===== src/rtl/hg_pkg.sv =====
package hg_pkg;

    localparam logic [31:0] LFSR_TAPS = 32'hB4BCD35C;

    function automatic logic [31:0] lfsr_step(input logic [31:0] s);
        return {1'b0, s[31:1]} ^ (s[0] ? LFSR_TAPS : 32'h0);
    endfunction

    // state after idx+1 steps from the seed (zero seed replaced by 1)
    function automatic logic [31:0] seed_word(input logic [31:0] seed, input int idx);
        logic [31:0] s;
        s = (seed == 32'h0) ? 32'h1 : seed;
        for (int n = 0; n <= idx; n++) s = lfsr_step(s);
        return s;
    endfunction

endpackage


===== src/rtl/hg_const_bank.sv =====
module hg_const_bank #(
    parameter int          NUM_WORDS = 128,
    parameter int          WORD_W    = 12,
    parameter logic [31:0] SEED      = 32'h1D2C3B4A,
    localparam int         ADDR_W    = $clog2(NUM_WORDS + 1)
) (
    input  logic                        clk,
    input  logic                        rst_n,
    input  logic                        ld_en_i,
    input  logic [ADDR_W-1:0]           ld_addr_i,
    input  logic [WORD_W-1:0]           ld_word_i,
    output logic [NUM_WORDS*WORD_W-1:0] words_o
);

    for (genvar i = 0; i < NUM_WORDS; i++) begin : g_word
        localparam logic [31:0]       INIT_FULL = hg_pkg::seed_word(SEED, i);
        localparam logic [WORD_W-1:0] INIT      = INIT_FULL[WORD_W-1:0];
        logic [WORD_W-1:0] word_q;

        always_ff @(posedge clk) begin
            if (!rst_n) begin
                word_q <= INIT;
            end else if (ld_en_i && (ld_addr_i == ADDR_W'(i))) begin
                word_q <= ld_word_i;
            end
        end

        assign words_o[i*WORD_W +: WORD_W] = word_q;
    end

endmodule


===== src/rtl/hg_xor_chain.sv =====
module hg_xor_chain #(
    parameter int  KEY_BYTES = 4,
    parameter int  MIN_BYTES = 2,
    parameter int  WORD_W    = 12,
    localparam int KEY_W     = KEY_BYTES * 8,
    localparam int NUM_PFX   = KEY_BYTES - MIN_BYTES + 1
) (
    input  logic [KEY_W-1:0]          key_i,
    input  logic [KEY_W*WORD_W-1:0]   consts_i,
    output logic [NUM_PFX*WORD_W-1:0] pfx_o
);

    logic [WORD_W-1:0] acc [KEY_W+1];

    assign acc[0] = '0;

    // each step extends the previous partial hash by one key bit
    for (genvar j = 0; j < KEY_W; j++) begin : g_step
        assign acc[j+1] = acc[j] ^ (consts_i[j*WORD_W +: WORD_W] & {WORD_W{key_i[j]}});
    end

    for (genvar p = 0; p < NUM_PFX; p++) begin : g_tap
        assign pfx_o[p*WORD_W +: WORD_W] = acc[(MIN_BYTES + p) * 8];
    end

endmodule


===== src/rtl/hg_out_stage.sv =====
module hg_out_stage #(
    parameter int DATA_W  = 144,
    parameter int LATENCY = 1
) (
    input  logic              clk,
    input  logic              rst_n,
    input  logic              valid_i,
    input  logic [DATA_W-1:0] data_i,
    output logic              valid_o,
    output logic [DATA_W-1:0] data_o
);

    if (LATENCY == 0) begin : g_comb
        assign valid_o = valid_i;
        assign data_o  = data_i;
    end else begin : g_reg
        logic              valid_q;
        logic [DATA_W-1:0] data_q;

        always_ff @(posedge clk) begin
            if (!rst_n) begin
                valid_q <= 1'b0;
                data_q  <= '0;
            end else begin
                valid_q <= valid_i;
                if (valid_i) data_q <= data_i;
            end
        end

        assign valid_o = valid_q;
        assign data_o  = data_q;
    end

endmodule


===== src/rtl/prefix_hash_gen.sv =====
module prefix_hash_gen #(
    parameter int          KEY_BYTES = 4,
    parameter int          MIN_BYTES = 2,
    parameter int          NUM_HASH  = 4,
    parameter int          HASH_W    = 12,
    parameter logic [31:0] SEED      = 32'h1D2C3B4A,
    parameter int          LATENCY   = 1,
    localparam int         KEY_W     = KEY_BYTES * 8,
    localparam int         NUM_WORDS = NUM_HASH * KEY_W,
    localparam int         ADDR_W    = $clog2(NUM_WORDS + 1),
    localparam int         NUM_PFX   = KEY_BYTES - MIN_BYTES + 1,
    localparam int         OUT_W     = NUM_PFX * NUM_HASH * HASH_W
) (
    input  logic              clk,
    input  logic              rst_n,
    input  logic              key_valid_i,
    input  logic [KEY_W-1:0]  key_i,
    input  logic              ld_en_i,
    input  logic [ADDR_W-1:0] ld_addr_i,
    input  logic [HASH_W-1:0] ld_word_i,
    output logic              out_valid_o,
    output logic [OUT_W-1:0]  prefix_hash_o
);

    logic [NUM_WORDS*HASH_W-1:0] words;
    logic [OUT_W-1:0]            hash_comb;

    hg_const_bank #(
        .NUM_WORDS (NUM_WORDS),
        .WORD_W    (HASH_W),
        .SEED      (SEED)
    ) u_bank (
        .clk       (clk),
        .rst_n     (rst_n),
        .ld_en_i   (ld_en_i),
        .ld_addr_i (ld_addr_i),
        .ld_word_i (ld_word_i),
        .words_o   (words)
    );

    for (genvar h = 0; h < NUM_HASH; h++) begin : g_hash
        logic [NUM_PFX*HASH_W-1:0] pfx;

        hg_xor_chain #(
            .KEY_BYTES (KEY_BYTES),
            .MIN_BYTES (MIN_BYTES),
            .WORD_W    (HASH_W)
        ) u_chain (
            .key_i    (key_i),
            .consts_i (words[h*KEY_W*HASH_W +: KEY_W*HASH_W]),
            .pfx_o    (pfx)
        );

        // regroup: prefix-major, hash-minor
        for (genvar p = 0; p < NUM_PFX; p++) begin : g_slot
            assign hash_comb[(p*NUM_HASH + h)*HASH_W +: HASH_W] = pfx[p*HASH_W +: HASH_W];
        end
    end

    hg_out_stage #(
        .DATA_W  (OUT_W),
        .LATENCY (LATENCY)
    ) u_out (
        .clk     (clk),
        .rst_n   (rst_n),
        .valid_i (key_valid_i),
        .data_i  (hash_comb),
        .valid_o (out_valid_o),
        .data_o  (prefix_hash_o)
    );

endmodule


===== config.mk =====
export PLATFORM = sky130hd
export DESIGN_NAME = prefix_hash_gen
export DESIGN_NICKNAME = d
export VERILOG_FILES = /design/src/rtl/hg_pkg.sv /design/src/rtl/hg_const_bank.sv /design/src/rtl/hg_xor_chain.sv /design/src/rtl/hg_out_stage.sv /design/src/rtl/prefix_hash_gen.sv
export SDC_FILE = /design/constraint.sdc
export NUM_CORES = 2
export LEC_CHECK = 0
export BUFFER_PORTS_ARGS = -buffer_cell sky130_fd_sc_hd__buf_2
export CORE_MARGIN = 4
export CORE_UTILIZATION = 60
export DETAILED_ROUTE_END_ITERATION = 16
export PLACE_DENSITY_LB_ADDON = 0.12
export SYNTH_ARGS = -nofsm -noshare
export SYNTH_HDL_FRONTEND = slang
export SYNTH_SLANG_ARGS = --single-unit

===== constraint.sdc =====
create_clock -name clk -period 5.35 [get_ports clk]
set_input_delay 0.535 -clock clk [delete_from_list [all_inputs] [get_ports clk]]
set_output_delay 0.535 -clock clk [all_outputs]
set_load 0.05 [all_outputs]

==> metrics.txt <==
I/O pins=201; global route overflow=0; Yosys reg bits=1681; dominant synthesized flop cell=dfxtp_1; number of global-route vias before repair=66.6k; H-tree level count=4; GR Util All Layers=0.364; Post-CTS Resized=0; DIE HEIGHT=376 um; Worst EP arrival=4.11 ns; die area=141000 um2; synthesized area=81100 um2; CP Capture Type=flop; 1st-iter DRT viols=8767; Cells after Synth=10.8k; Root Driver=clkbuf_16; period utilization=0.653; Initial Util=0.606; core box area=134000 um2; post-synthesis cell type count=32; clock share of power=0.409; total chip power=30.8 mW; Max VDD drop=299 uV; startpoint types=input port; Avg Cell Area, Syn=7.48 um2; Synth area leaders=dfxtp_1 41%, nand2_1 22%, xnor2_1 12%; drt pass-1 iters=8; Setup TNS=0 ns; # Post-CTS Setup Buffers=0; Final GP Congestion=0.878; largest net degree at the start of global routing=186; hold path depth=2; Final min period=3.49 ns; switching share of power=0.290; Util after Layout=0.656; # hold bufs at CTS=0; number of synthesized flops with an enable pin=0; Syn-to-layout area delta=8.37%; Clock Skew=0.0239 ns; post-synthesis sequential area ratio=0.415; Final HPWL DP=167000 um; Synth area leader=dfxtp_1; TritonCTS clock tree=built; vias per cell=5.76; Hold Path Sink=u_out.data_o[134]; area share of the largest cell type after synthesis=0.415; Syn. warnings=0; clk_lat worst skew=0.81 ns; HP Class=in -> reg; Critical Path RT=5.97 ns; final layout net count=10.6k; sequential power share=0.417; Final Hold Vio Count=0; clock-pin transition on the worst setup and hold timing paths=0.06 ns; max-cap viol count=0; max_slew headroom=0.0675; setup slack, reg-to-reg=2.60 ns; Worst-Margin Slew=1.39 ns; Routed met2 length=117000 um; r2r startpoint=u_bank.g_word[109].word_q[8]; Pleak=35.0 nW; pre-CTS WS=1.40 ns; critical setup path kind=in -> reg; Die X=376 um; WL per Instance=21.4 um; layout cells sized above 1=0.0609; initial antenna violation count=10; worst r2r path cells=7; pwr/cell area=351 nW/um2; TritonCTS buffer count=176; DR vias=71.4k; combinational share of power=0.174; ANT nets after route=0; CTS Sinks=1681; cell-internal power=21.9 mW; hold_sp=key_valid_i; DRC Markers=0; CTS Buffer Depth=3; highest routed layer=met5; Area after DPL=82000 um2; WL met3=28700 um; status=finished clean; maximum clock rate=286 MHz; reg-to-reg critical path endpoint=u_out.data_o[92]; Syn Nets=10.9k; Max Fanout on Critical Path=12; fin. max-slew vios=0; # rows=134; RSZ-0062 raised after global routing=false; final hold slack=0.210 ns; Final setup violation count=0; NetSw=8.96 mW; routed wire length=266000 um; ys async rst share=0; final worst setup slack=1.86 ns; post-route cell area=87900 um2; Port Buf Inserts=200; Metal-1 WL=109000 um; dpl cells=12.1k; first-pass GRT wire length=400000 um; Final Non-Filler Cells=12.4k
-- cell usage after synthesis (all sizes together) (3+ instances only) --
library cell	n
nand3	806
xnor3	3
dfxtp	1681
o21ai	96
a21oi	96
buf	242
nor2	148
clkbuf	594
and2	4
xor2	381
o211a	48
nor2b	6
nor3	7
nand2b	7
a21boi	764
xnor2	1165
nand2	4788
-- layout make-up --
class,count,area (um2)
Antenna cell,7,17.5
Fill cell,11600,46000
Timing Repair Buffer,315,2200
Clock buffer,270,5320
Multi-Input combinational cell,8325,43900
Sequential cell,1681,33700
Tap cell,1768,2210
Clock inverter,43,573
-- cell usage in the layout (no fill, tap or decap), types with 48 or more instances in the layout --
| master | netlist | routed |
|---|---|---|
| nand2_1 | 4786 | 4786 |
| a21boi_1 | 153 | 153 |
| buf_4 | 52 | 96 |
| clkbuf_16 | 0 | 181 |
| nand3_1 | 806 | 806 |
| o21ai_0 | 96 | 96 |
| nor2_1 | 147 | 140 |
| a21oi_1 | 96 | 96 |
| o211a_1 | 48 | 48 |
| xor2_1 | 381 | 381 |
| buf_2 | 186 | 186 |
| a21boi_0 | 611 | 611 |
| xnor2_1 | 1122 | 1122 |
| dfxtp_1 | 1681 | 1681 |
-- worst max-delay path, cell delays in order --
cell	delay (ns)
buf_2	0.21
nor2b_1	0.90
nand2_1	0.25
nor2_1	1.04
nand2_1	0.73
nand2_1	0.29
nand3_1	0.13
-- sequential cells by signal (all words and copies together) (netlist names) --
name	cells
u_out.data_o	144
u_out.valid_o	1
u_bank.g_word.word_q	1536
-- metal layers --
metal / vias up / GRT usage
met4: 4 / 0.153
li1: 33200 / -
met3: 649 / 0.0792
met5: - / 0
met2: 3639 / 0.563
met1: 33900 / 0.494
-- worst max path at each step --
stage | slack (ns) | endpoint | from | depth (start not counted)
6_report | 1.86 | u_bank.g_word[105].word_q[5] | ld_addr_i[3] | 7
3_5_place_dp | 1.40 | u_bank.g_word[105].word_q[5] | ld_addr_i[3] | 7
3_3_place_gp | 1.53 | u_bank.g_word[105].word_q[6] | ld_addr_i[3] | 7
4_1_cts | 2.18 | u_bank.g_word[105].word_q[5] | ld_addr_i[3] | 7
5_1_grt | 1.93 | u_bank.g_word[105].word_q[5] | ld_addr_i[3] | 7
2_1_floorplan | 3.27 | u_bank.g_word[10].word_q[0] | ld_addr_i[5] | 7
-- kinds of logic after synthesis --
logic type,after synthesis,synth area share
buffers and inverters,836,0.0440
xor gates and xnor gates,1549,0.172
DFF,1681,0.415
AOI/OAI and AO/OA,1004,0.0885
and+or+nand+nor,5772,0.281
-- power groups by stage --
| stage | clock network, mW | logic [mW] | registers [mW] |
|---|---|---|---|
| floorplan | 0 | 2.90 | 13.8 |
| global placement | 0 | 5.19 | 13.1 |
| detailed placement | 0 | 5.22 | 13.1 |
| CTS | 12.7 | 5.24 | 12.9 |
| global route | 13.2 | 5.54 | 12.9 |
| finish | 12.6 | 5.35 | 12.9 |
No activity file was read; power rests on OpenSTA's default activity.
